==> src/rtl/rfc_pkg.sv <==
package rfc_pkg;
  localparam int unsigned LANE_BITS = 32;

  // which path owns the writeback port in a cycle
  typedef enum logic [1:0] {
    WB_NONE,
    WB_DIRECT,
    WB_EVICT,
    WB_FLUSH
  } wb_src_e;
endpackage

==> src/rtl/rfc_tag_match.sv <==
module rfc_tag_match #(
  parameter int unsigned N      = 8,
  parameter int unsigned WARP_W = 4,
  parameter int unsigned REG_W  = 5,
  localparam int unsigned IDX_W = $clog2(N)
) (
  input  logic [N-1:0]      valid,
  input  logic [WARP_W-1:0] ent_warp [N],
  input  logic [REG_W-1:0]  ent_reg  [N],
  input  logic [WARP_W-1:0] wr_warp,
  input  logic [REG_W-1:0]  wr_reg,
  input  logic [WARP_W-1:0] rd_warp,
  input  logic [REG_W-1:0]  rd_reg,
  input  logic [WARP_W-1:0] fl_warp,
  output logic [N-1:0]      wr_vec,
  output logic [N-1:0]      rd_vec,
  output logic [N-1:0]      fl_vec,
  output logic [IDX_W-1:0]  wr_idx,
  output logic [IDX_W-1:0]  rd_idx,
  output logic [IDX_W-1:0]  fl_idx,
  output logic              wr_any,
  output logic              rd_any,
  output logic              fl_any
);
  // one comparator set per entry
  for (genvar g = 0; g < N; g++) begin : g_cmp
    assign wr_vec[g] = valid[g] && ent_warp[g] == wr_warp && ent_reg[g] == wr_reg;
    assign rd_vec[g] = valid[g] && ent_warp[g] == rd_warp && ent_reg[g] == rd_reg;
    assign fl_vec[g] = valid[g] && ent_warp[g] == fl_warp;
  end

  assign wr_any = |wr_vec;
  assign rd_any = |rd_vec;
  assign fl_any = |fl_vec;

  // lowest set index wins
  always_comb begin
    wr_idx = '0;
    rd_idx = '0;
    fl_idx = '0;
    for (int i = N - 1; i >= 0; i--) begin
      if (wr_vec[i]) wr_idx = IDX_W'(i);
      if (rd_vec[i]) rd_idx = IDX_W'(i);
      if (fl_vec[i]) fl_idx = IDX_W'(i);
    end
  end
endmodule

==> src/rtl/rfc_age_tracker.sv <==
module rfc_age_tracker #(
  parameter int unsigned N = 8,
  localparam int unsigned IDX_W = $clog2(N)
) (
  input  logic             clk,
  input  logic             rst,
  input  logic [N-1:0]     valid,
  input  logic             alloc,
  input  logic [IDX_W-1:0] alloc_idx,
  input  logic             inval,
  input  logic [IDX_W-1:0] inval_idx,
  output logic [IDX_W-1:0] victim_idx,
  output logic [IDX_W-1:0] free_idx,
  output logic             full
);
  // rank = number of valid entries allocated after this one
  logic [IDX_W-1:0] rank_q [N];

  always_ff @(posedge clk) begin
    if (rst) begin
      for (int i = 0; i < N; i++) rank_q[i] <= '0;
    end else if (alloc) begin
      for (int i = 0; i < N; i++) begin
        if (IDX_W'(i) == alloc_idx) rank_q[i] <= '0;
        else if (valid[i])          rank_q[i] <= rank_q[i] + 1'b1;
      end
    end else if (inval) begin
      for (int i = 0; i < N; i++) begin
        if (valid[i] && IDX_W'(i) != inval_idx && rank_q[i] > rank_q[inval_idx])
          rank_q[i] <= rank_q[i] - 1'b1;
      end
    end
  end

  assign full = &valid;

  always_comb begin
    victim_idx = '0;
    free_idx   = '0;
    for (int i = N - 1; i >= 0; i--) begin
      if (rank_q[i] == IDX_W'(N - 1)) victim_idx = IDX_W'(i);
      if (!valid[i])                  free_idx   = IDX_W'(i);
    end
  end
endmodule

==> src/rtl/rfc_data_store.sv <==
module rfc_data_store #(
  parameter int unsigned N      = 8,
  parameter int unsigned DATA_W = 64,
  localparam int unsigned IDX_W = $clog2(N)
) (
  input  logic              clk,
  input  logic              we,
  input  logic [IDX_W-1:0]  waddr,
  input  logic [DATA_W-1:0] wdata,
  input  logic [IDX_W-1:0]  raddr_a,
  output logic [DATA_W-1:0] rdata_a,
  input  logic [IDX_W-1:0]  raddr_b,
  output logic [DATA_W-1:0] rdata_b
);
  // one write port, two asynchronous read ports: distributed RAM
  logic [DATA_W-1:0] mem [N];

  always_ff @(posedge clk) begin
    if (we) mem[waddr] <= wdata;
  end

  assign rdata_a = mem[raddr_a];
  assign rdata_b = mem[raddr_b];
endmodule

==> src/rtl/rfc_flush_ctrl.sv <==
module rfc_flush_ctrl #(
  parameter int unsigned WARP_W = 4
) (
  input  logic              clk,
  input  logic              rst,
  input  logic              start,
  input  logic [WARP_W-1:0] start_warp,
  input  logic              any_left,
  output logic              busy,
  output logic [WARP_W-1:0] warp
);
  always_ff @(posedge clk) begin
    if (rst) begin
      busy <= 1'b0;
      warp <= '0;
    end else if (busy) begin
      if (!any_left) busy <= 1'b0;
    end else if (start) begin
      busy <= 1'b1;
      warp <= start_warp;
    end
  end
endmodule

==> src/rtl/warp_rf_cache.sv <==
module warp_rf_cache
  import rfc_pkg::*;
#(
  parameter int unsigned NUM_ENTRIES = 8,
  parameter int unsigned WARP_W      = 4,
  parameter int unsigned REG_W       = 5,
  parameter int unsigned LANES       = 2,
  localparam int unsigned DATA_W     = LANES * LANE_BITS,
  localparam int unsigned IDX_W      = $clog2(NUM_ENTRIES),
  localparam int unsigned NUM_WARPS  = 1 << WARP_W
) (
  input  logic              clk,
  input  logic              rst,
  output logic              ready,
  input  logic              wr_valid,
  input  logic [WARP_W-1:0] wr_warp,
  input  logic [REG_W-1:0]  wr_reg,
  input  logic [DATA_W-1:0] wr_data,
  input  logic              rd_valid,
  input  logic [WARP_W-1:0] rd_warp,
  input  logic [REG_W-1:0]  rd_reg,
  input  logic              rd_last,
  output logic              rsp_hit,
  output logic [DATA_W-1:0] rsp_data,
  output logic              fwd_valid,
  output logic [WARP_W-1:0] fwd_warp,
  output logic [REG_W-1:0]  fwd_reg,
  input  logic              act_valid,
  input  logic [WARP_W-1:0] act_warp,
  input  logic              deact_valid,
  input  logic [WARP_W-1:0] deact_warp,
  output logic              wb_valid,
  output logic [WARP_W-1:0] wb_warp,
  output logic [REG_W-1:0]  wb_reg,
  output logic [DATA_W-1:0] wb_data
);
  // entry metadata
  logic [NUM_ENTRIES-1:0] valid_q;
  logic [NUM_ENTRIES-1:0] dead_q;
  logic [WARP_W-1:0]      ent_warp_q [NUM_ENTRIES];
  logic [REG_W-1:0]       ent_reg_q  [NUM_ENTRIES];
  logic [NUM_WARPS-1:0]   active_q;

  logic                   flushing;
  logic [WARP_W-1:0]      flush_warp;

  logic [NUM_ENTRIES-1:0] wr_hit_vec, rd_hit_vec, fl_vec;
  logic [IDX_W-1:0]       wr_hit_idx, rd_hit_idx, fl_idx;
  logic                   wr_any, rd_any, fl_any;
  logic [IDX_W-1:0]       victim_idx, free_idx, alloc_idx;
  logic                   full;

  logic accept, wr_go, wr_live, wr_upd, wr_alloc, wr_direct;
  logic evict, evict_wb, rd_go, rd_in_cache, fl_step, fl_wb;
  wb_src_e wb_src;

  logic              st_we;
  logic [IDX_W-1:0]  st_waddr, st_raddr_b;
  logic [DATA_W-1:0] st_rdata_a, st_rdata_b;

  rfc_tag_match #(.N(NUM_ENTRIES), .WARP_W(WARP_W), .REG_W(REG_W)) u_match (
    .valid    (valid_q),
    .ent_warp (ent_warp_q),
    .ent_reg  (ent_reg_q),
    .wr_warp  (wr_warp),
    .wr_reg   (wr_reg),
    .rd_warp  (rd_warp),
    .rd_reg   (rd_reg),
    .fl_warp  (flush_warp),
    .wr_vec   (wr_hit_vec),
    .rd_vec   (rd_hit_vec),
    .fl_vec   (fl_vec),
    .wr_idx   (wr_hit_idx),
    .rd_idx   (rd_hit_idx),
    .fl_idx   (fl_idx),
    .wr_any   (wr_any),
    .rd_any   (rd_any),
    .fl_any   (fl_any)
  );

  rfc_age_tracker #(.N(NUM_ENTRIES)) u_age (
    .clk        (clk),
    .rst        (rst),
    .valid      (valid_q),
    .alloc      (wr_alloc),
    .alloc_idx  (alloc_idx),
    .inval      (fl_step),
    .inval_idx  (fl_idx),
    .victim_idx (victim_idx),
    .free_idx   (free_idx),
    .full       (full)
  );

  rfc_flush_ctrl #(.WARP_W(WARP_W)) u_flush (
    .clk        (clk),
    .rst        (rst),
    .start      (accept && deact_valid),
    .start_warp (deact_warp),
    .any_left   (fl_any),
    .busy       (flushing),
    .warp       (flush_warp)
  );

  // request decode
  always_comb begin
    accept      = !flushing;
    wr_go       = wr_valid && accept;
    wr_live     = wr_go && active_q[wr_warp];
    wr_direct   = wr_go && !active_q[wr_warp];
    wr_upd      = wr_live && wr_any;
    wr_alloc    = wr_live && !wr_any;
    alloc_idx   = full ? victim_idx : free_idx;
    evict       = wr_alloc && full;
    evict_wb    = evict && !dead_q[victim_idx];
    rd_go       = rd_valid && accept;
    rd_in_cache = rd_go && active_q[rd_warp] && rd_any;
    fl_step     = flushing && fl_any;
    fl_wb       = fl_step && !dead_q[fl_idx];

    if (wr_direct)     wb_src = WB_DIRECT;
    else if (evict_wb) wb_src = WB_EVICT;
    else if (fl_wb)    wb_src = WB_FLUSH;
    else               wb_src = WB_NONE;

    st_we      = wr_upd || wr_alloc;
    st_waddr   = wr_upd ? wr_hit_idx : alloc_idx;
    st_raddr_b = (wb_src == WB_FLUSH) ? fl_idx : victim_idx;
  end

  rfc_data_store #(.N(NUM_ENTRIES), .DATA_W(DATA_W)) u_store (
    .clk     (clk),
    .we      (st_we),
    .waddr   (st_waddr),
    .wdata   (wr_data),
    .raddr_a (rd_hit_idx),
    .rdata_a (st_rdata_a),
    .raddr_b (st_raddr_b),
    .rdata_b (st_rdata_b)
  );

  // metadata and active set
  always_ff @(posedge clk) begin
    if (rst) begin
      valid_q  <= '0;
      dead_q   <= '0;
      active_q <= '0;
      for (int i = 0; i < NUM_ENTRIES; i++) begin
        ent_warp_q[i] <= '0;
        ent_reg_q[i]  <= '0;
      end
    end else begin
      if (rd_in_cache && rd_last) dead_q[rd_hit_idx] <= 1'b1;
      // a same-cycle write keeps the entry live
      if (wr_upd) dead_q[wr_hit_idx] <= 1'b0;
      if (wr_alloc) begin
        valid_q[alloc_idx]    <= 1'b1;
        dead_q[alloc_idx]     <= 1'b0;
        ent_warp_q[alloc_idx] <= wr_warp;
        ent_reg_q[alloc_idx]  <= wr_reg;
      end
      if (fl_step) begin
        valid_q[fl_idx] <= 1'b0;
        dead_q[fl_idx]  <= 1'b0;
      end
      if (accept) begin
        if (act_valid)   active_q[act_warp]   <= 1'b1;
        if (deact_valid) active_q[deact_warp] <= 1'b0;
      end
    end
  end

  // registered read response
  always_ff @(posedge clk) begin
    if (rst) begin
      rsp_hit   <= 1'b0;
      rsp_data  <= '0;
      fwd_valid <= 1'b0;
      fwd_warp  <= '0;
      fwd_reg   <= '0;
    end else begin
      rsp_hit   <= rd_in_cache;
      rsp_data  <= rd_in_cache ? st_rdata_a : '0;
      fwd_valid <= rd_go && !rd_in_cache;
      fwd_warp  <= rd_warp;
      fwd_reg   <= rd_reg;
    end
  end

  // registered writeback port
  always_ff @(posedge clk) begin
    if (rst) begin
      wb_valid <= 1'b0;
      wb_warp  <= '0;
      wb_reg   <= '0;
      wb_data  <= '0;
    end else begin
      wb_valid <= (wb_src != WB_NONE);
      unique case (wb_src)
        WB_DIRECT: begin
          wb_warp <= wr_warp;
          wb_reg  <= wr_reg;
          wb_data <= wr_data;
        end
        WB_EVICT: begin
          wb_warp <= ent_warp_q[victim_idx];
          wb_reg  <= ent_reg_q[victim_idx];
          wb_data <= st_rdata_b;
        end
        WB_FLUSH: begin
          wb_warp <= ent_warp_q[fl_idx];
          wb_reg  <= ent_reg_q[fl_idx];
          wb_data <= st_rdata_b;
        end
        default: ;
      endcase
    end
  end

  assign ready = !flushing;
endmodule

==> config.mk <==
export PLATFORM = sky130hd
export DESIGN_NAME = warp_rf_cache
export DESIGN_NICKNAME = d
export VERILOG_FILES = /design/src/rtl/rfc_pkg.sv /design/src/rtl/rfc_tag_match.sv /design/src/rtl/rfc_age_tracker.sv /design/src/rtl/rfc_data_store.sv /design/src/rtl/rfc_flush_ctrl.sv /design/src/rtl/warp_rf_cache.sv
export SDC_FILE = /design/constraint.sdc
export NUM_CORES = 2
export LEC_CHECK = 0
export BUFFER_PORTS_ARGS = -buffer_cell sky130_fd_sc_hd__buf_2
export CAP_MARGIN = 25
export CORE_ASPECT_RATIO = 1.75
export CORE_UTILIZATION = 50
export DETAILED_ROUTE_END_ITERATION = 10
export PLACE_DENSITY = 0.73
export RECOVER_POWER = 100
export SLEW_MARGIN = 10
export SYNTH_ARGS = -nofsm -noshare
export SYNTH_HDL_FRONTEND = slang
export SYNTH_SLANG_ARGS = --single-unit
==> constraint.sdc <==
create_clock -name clk -period 24.1 [get_ports clk]
set_input_delay 4.82 -clock clk [delete_from_list [all_inputs] [get_ports clk]]
set_output_delay 4.82 -clock clk [all_outputs]
set_load 0.005 [all_outputs]
==> results.md <==
* HPWL Detailed at 79200 µm
* CTS Root Cell: clkbuf_16
* Post-Place Cells at 4928
* Drc violations at 0
* H-tree depth at 3
* R2R setup slack at 14610 ps
* Worst Path Max Fanout at 104
* Mapped Area at 0.0400 mm²
* Total of max-cap violations at 26
* Clock latency on the worst-skew pair at 680 ps
* Crit Path Class: primary input to flop
* Core area at 0.0790 mm²
* Global Route Usage Sum at 0.317
* Max Clk Rate at 69.6 MHz
* DIE WIDTH at 216 µm
* Area Growth Syn to Fin at 10.6%
* Top-Level Pins at 247
* Synth top cells by count: nand2_1 (924), edfxtp_1 (536), a21oi_1 (419)
* Hold path start: wb_reg[0]$_SDFFE_PP0P_
* Least-Margin Pin Slew at 5700 ps
* Worst Setup End Kind: flop
* Cells after Synth at 3890
* Drt via density at 6.31
* Synth Register Bits at 794
* Syn_nets at 4027
* Largest net degree at the start of global routing at 151
* TritonCTS clock tree: yes
* Period utilization at 0.596
* Power per cell area at 65.2 mW/mm²
* Synth area leader: edfxtp_1
* FF-to-FF End: wb_data[33]$_SDFFE_PP0P_
* I/O Buffers at 246
* WP data required at 24400 ps
* Die ar. at 0.0812 mm²
* Post-CTS setup buffer count at 0
* Unique masters post-synth at 90
* Crit path launch: rst
* Pleak at 17.0 nW
* Worst Skew at 36.6 ps
* Top-count cell post-synth: nand2_1
* Synth top area share at 0.402
* Area contributors post-synth: edfxtp_1 (40%), dfxtp_1 (13%), nand2_1 (8.7%), mux2i_1 (5.7%), a21oi_1 (5.2%)
* FP Rows at 136
* Post-cts sizing count at 0
* WL/cell at 25.7 µm
* Total gr overflow at 0
* 1st-iter DRT viols at 3681
* Final Critical Period at 14370 ps
* Biggest register: u_store.mem
* Status: finished, violations left
* Peak VDD IR at 0.0835 mV
* Antenna violations before repair at 9
* Worst setup path endpoint: rsp_data[27]$_SDFF_PP0_
* Final hold vios at 0
* Max Transition Viols Final at 921
* Max reg flops at 512
* Async set or reset register ratio after synthesis at 0
* Avg Synthesized Cell Area at 10.3 µm²
* Class of the worst hold path: flop to flop
* CTS buffer count at 74
* Clock sinks at 794
* R2r worst-path depth at 13
* Final wirelength at 130000 µm
* Final TNS setup at 0 ps
* Top Registers: u_store.mem: 512 flops, rsp_data: 64 flops, wb_data: 64 flops
* Number of global-route vias before repair at 31600
* Worst endpoint data arrival time at 14680 ps
* Die Span Y at 376 µm
* Ratio of cells with drive above 1 in the final layout at 0.116
* Max-slew headroom at -2.80
* Initial core utilization at 0.507
* Failing checks: max-capacitance violations, max-slew violations
* Final weighted congestion in routability-driven placement at 1.02
* Worst-path clk slew at 70 ps
* Seq/Total Area, Yosys at 0.531
* Synthesis warning total at 0
* ANT nets after route at 0
* Post-synth EDFFs at 536
* Setup crit start kind: primary input
* Unrepaired setup endpoints after global routing: no
* Hold-fix buffers, CTS at 0
* Core Util, Final at 0.561
* R2R Path Start: u_flush.warp[1]$_SDFFE_PP0P_
* Final Setup Violations at 0
* DR vias at 32000
* First-pass GRT wire length at 193000 µm
* Clock buffer depth at 3
* Nets at 4111
* Post-Layout Cell Count at 5077
* Synth Flop Type: edfxtp_1
* Pre-antenna DRT Iters at 6
layer usage:
layer,global-route usage,vias to the layer above,wire length [µm]
met5,0,-,39
met4,0.219,6,8860
met3,0.0640,506,12100
met2,0.536,1952,63800
met1,0.358,15500,45700
li1,-,14000,-
final cells by class:
type	count	area, µm²
Inverter	62	233
Multi-Input combinational cell	2737	17400
Clock inverter	35	417
Antenna cell	6	15.0
Clock buffer	103	2110
Tap cell	1035	1290
Sequential cell	794	21300
Timing Repair Buffer	305	1560
Fill cell	6841	34700
metrics by stage:
stage	hold WS, ps	power [W]	instance area, µm²	setup WS [ps]
CTS	507	0.00289	44500	14630
floorplan	480	0.00161	40000	12590
finish	504	0.00289	44300	9730
global route	521	0.00296	44300	9620
detailed placement	497	0.00168	41900	13920
global placement	492	0.00168	41800	14050
worst max-delay path: stages:
cell and delay, ps:
clkbuf_1 3890, inv_1 100, clkbuf_1 1070, nand4b_1 930
clkbuf_1 3410, a21oi_1 350
placed cells by master, fill, tap and decap left out, types with 24 or more instances in the layout:
cell and n:
nand4_1 37, a211oi_2 24, nand2_1 922, ha_1 40, inv_1 61, nor2_1 207
a21oi_1 418, mux2i_1 227, and3_1 56, buf_2 92, o221ai_1 30, mux4_2 41
xnor2_1 112, o21ai_0 35, mux2_2 66, clkbuf_16 76, clkbuf_1 187, xor2_1 72
buf_4 34, nor3_1 41, nand3_1 72, dfxtp_1 258, edfxtp_1 536
worst min-delay path by stage:
stage,end,slack (ps),cells after the start
floorplan,dead_q[0]$_SDFF_PP0_,480,2
global placement,wb_reg[0]$_SDFFE_PP0P_,490,2
detailed placement,wb_reg[1]$_SDFFE_PP0P_,500,2
CTS,wb_reg[0]$_SDFFE_PP0P_,510,2
global route,wb_reg[1]$_SDFFE_PP0P_,520,2
finish,wb_reg[0]$_SDFFE_PP0P_,500,2
power breakdown:
part | internal (W) | switching [W] | leakage [nW] | total [W]
combinational | 0.0000627 | 0.000110 | 8.77 | 0.000173
sequential | 0.00147 | 0.0000144 | 6.95 | 0.00148
clock | 0.000688 | 0.000544 | 1.25 | 0.00123
total | 0.00222 | 0.000668 | 17.0 | 0.00289
cells by family after synthesis:
| group | count (synthesis) | share of synthesized area |
|---|---|---|
| flip-flops | 794 | 0.531 |
| AO/OA/AOI/OAI | 704 | 0.118 |
| multiplexers | 347 | 0.102 |
| adder cells (fa/ha/maj) | 48 | 0.0145 |
| XOR/XNOR | 184 | 0.0403 |
| buffers and inverters | 359 | 0.0383 |
| AND/OR/NAND/NOR | 1454 | 0.156 |
Note: power is estimated with default switching activity, not from simulation.
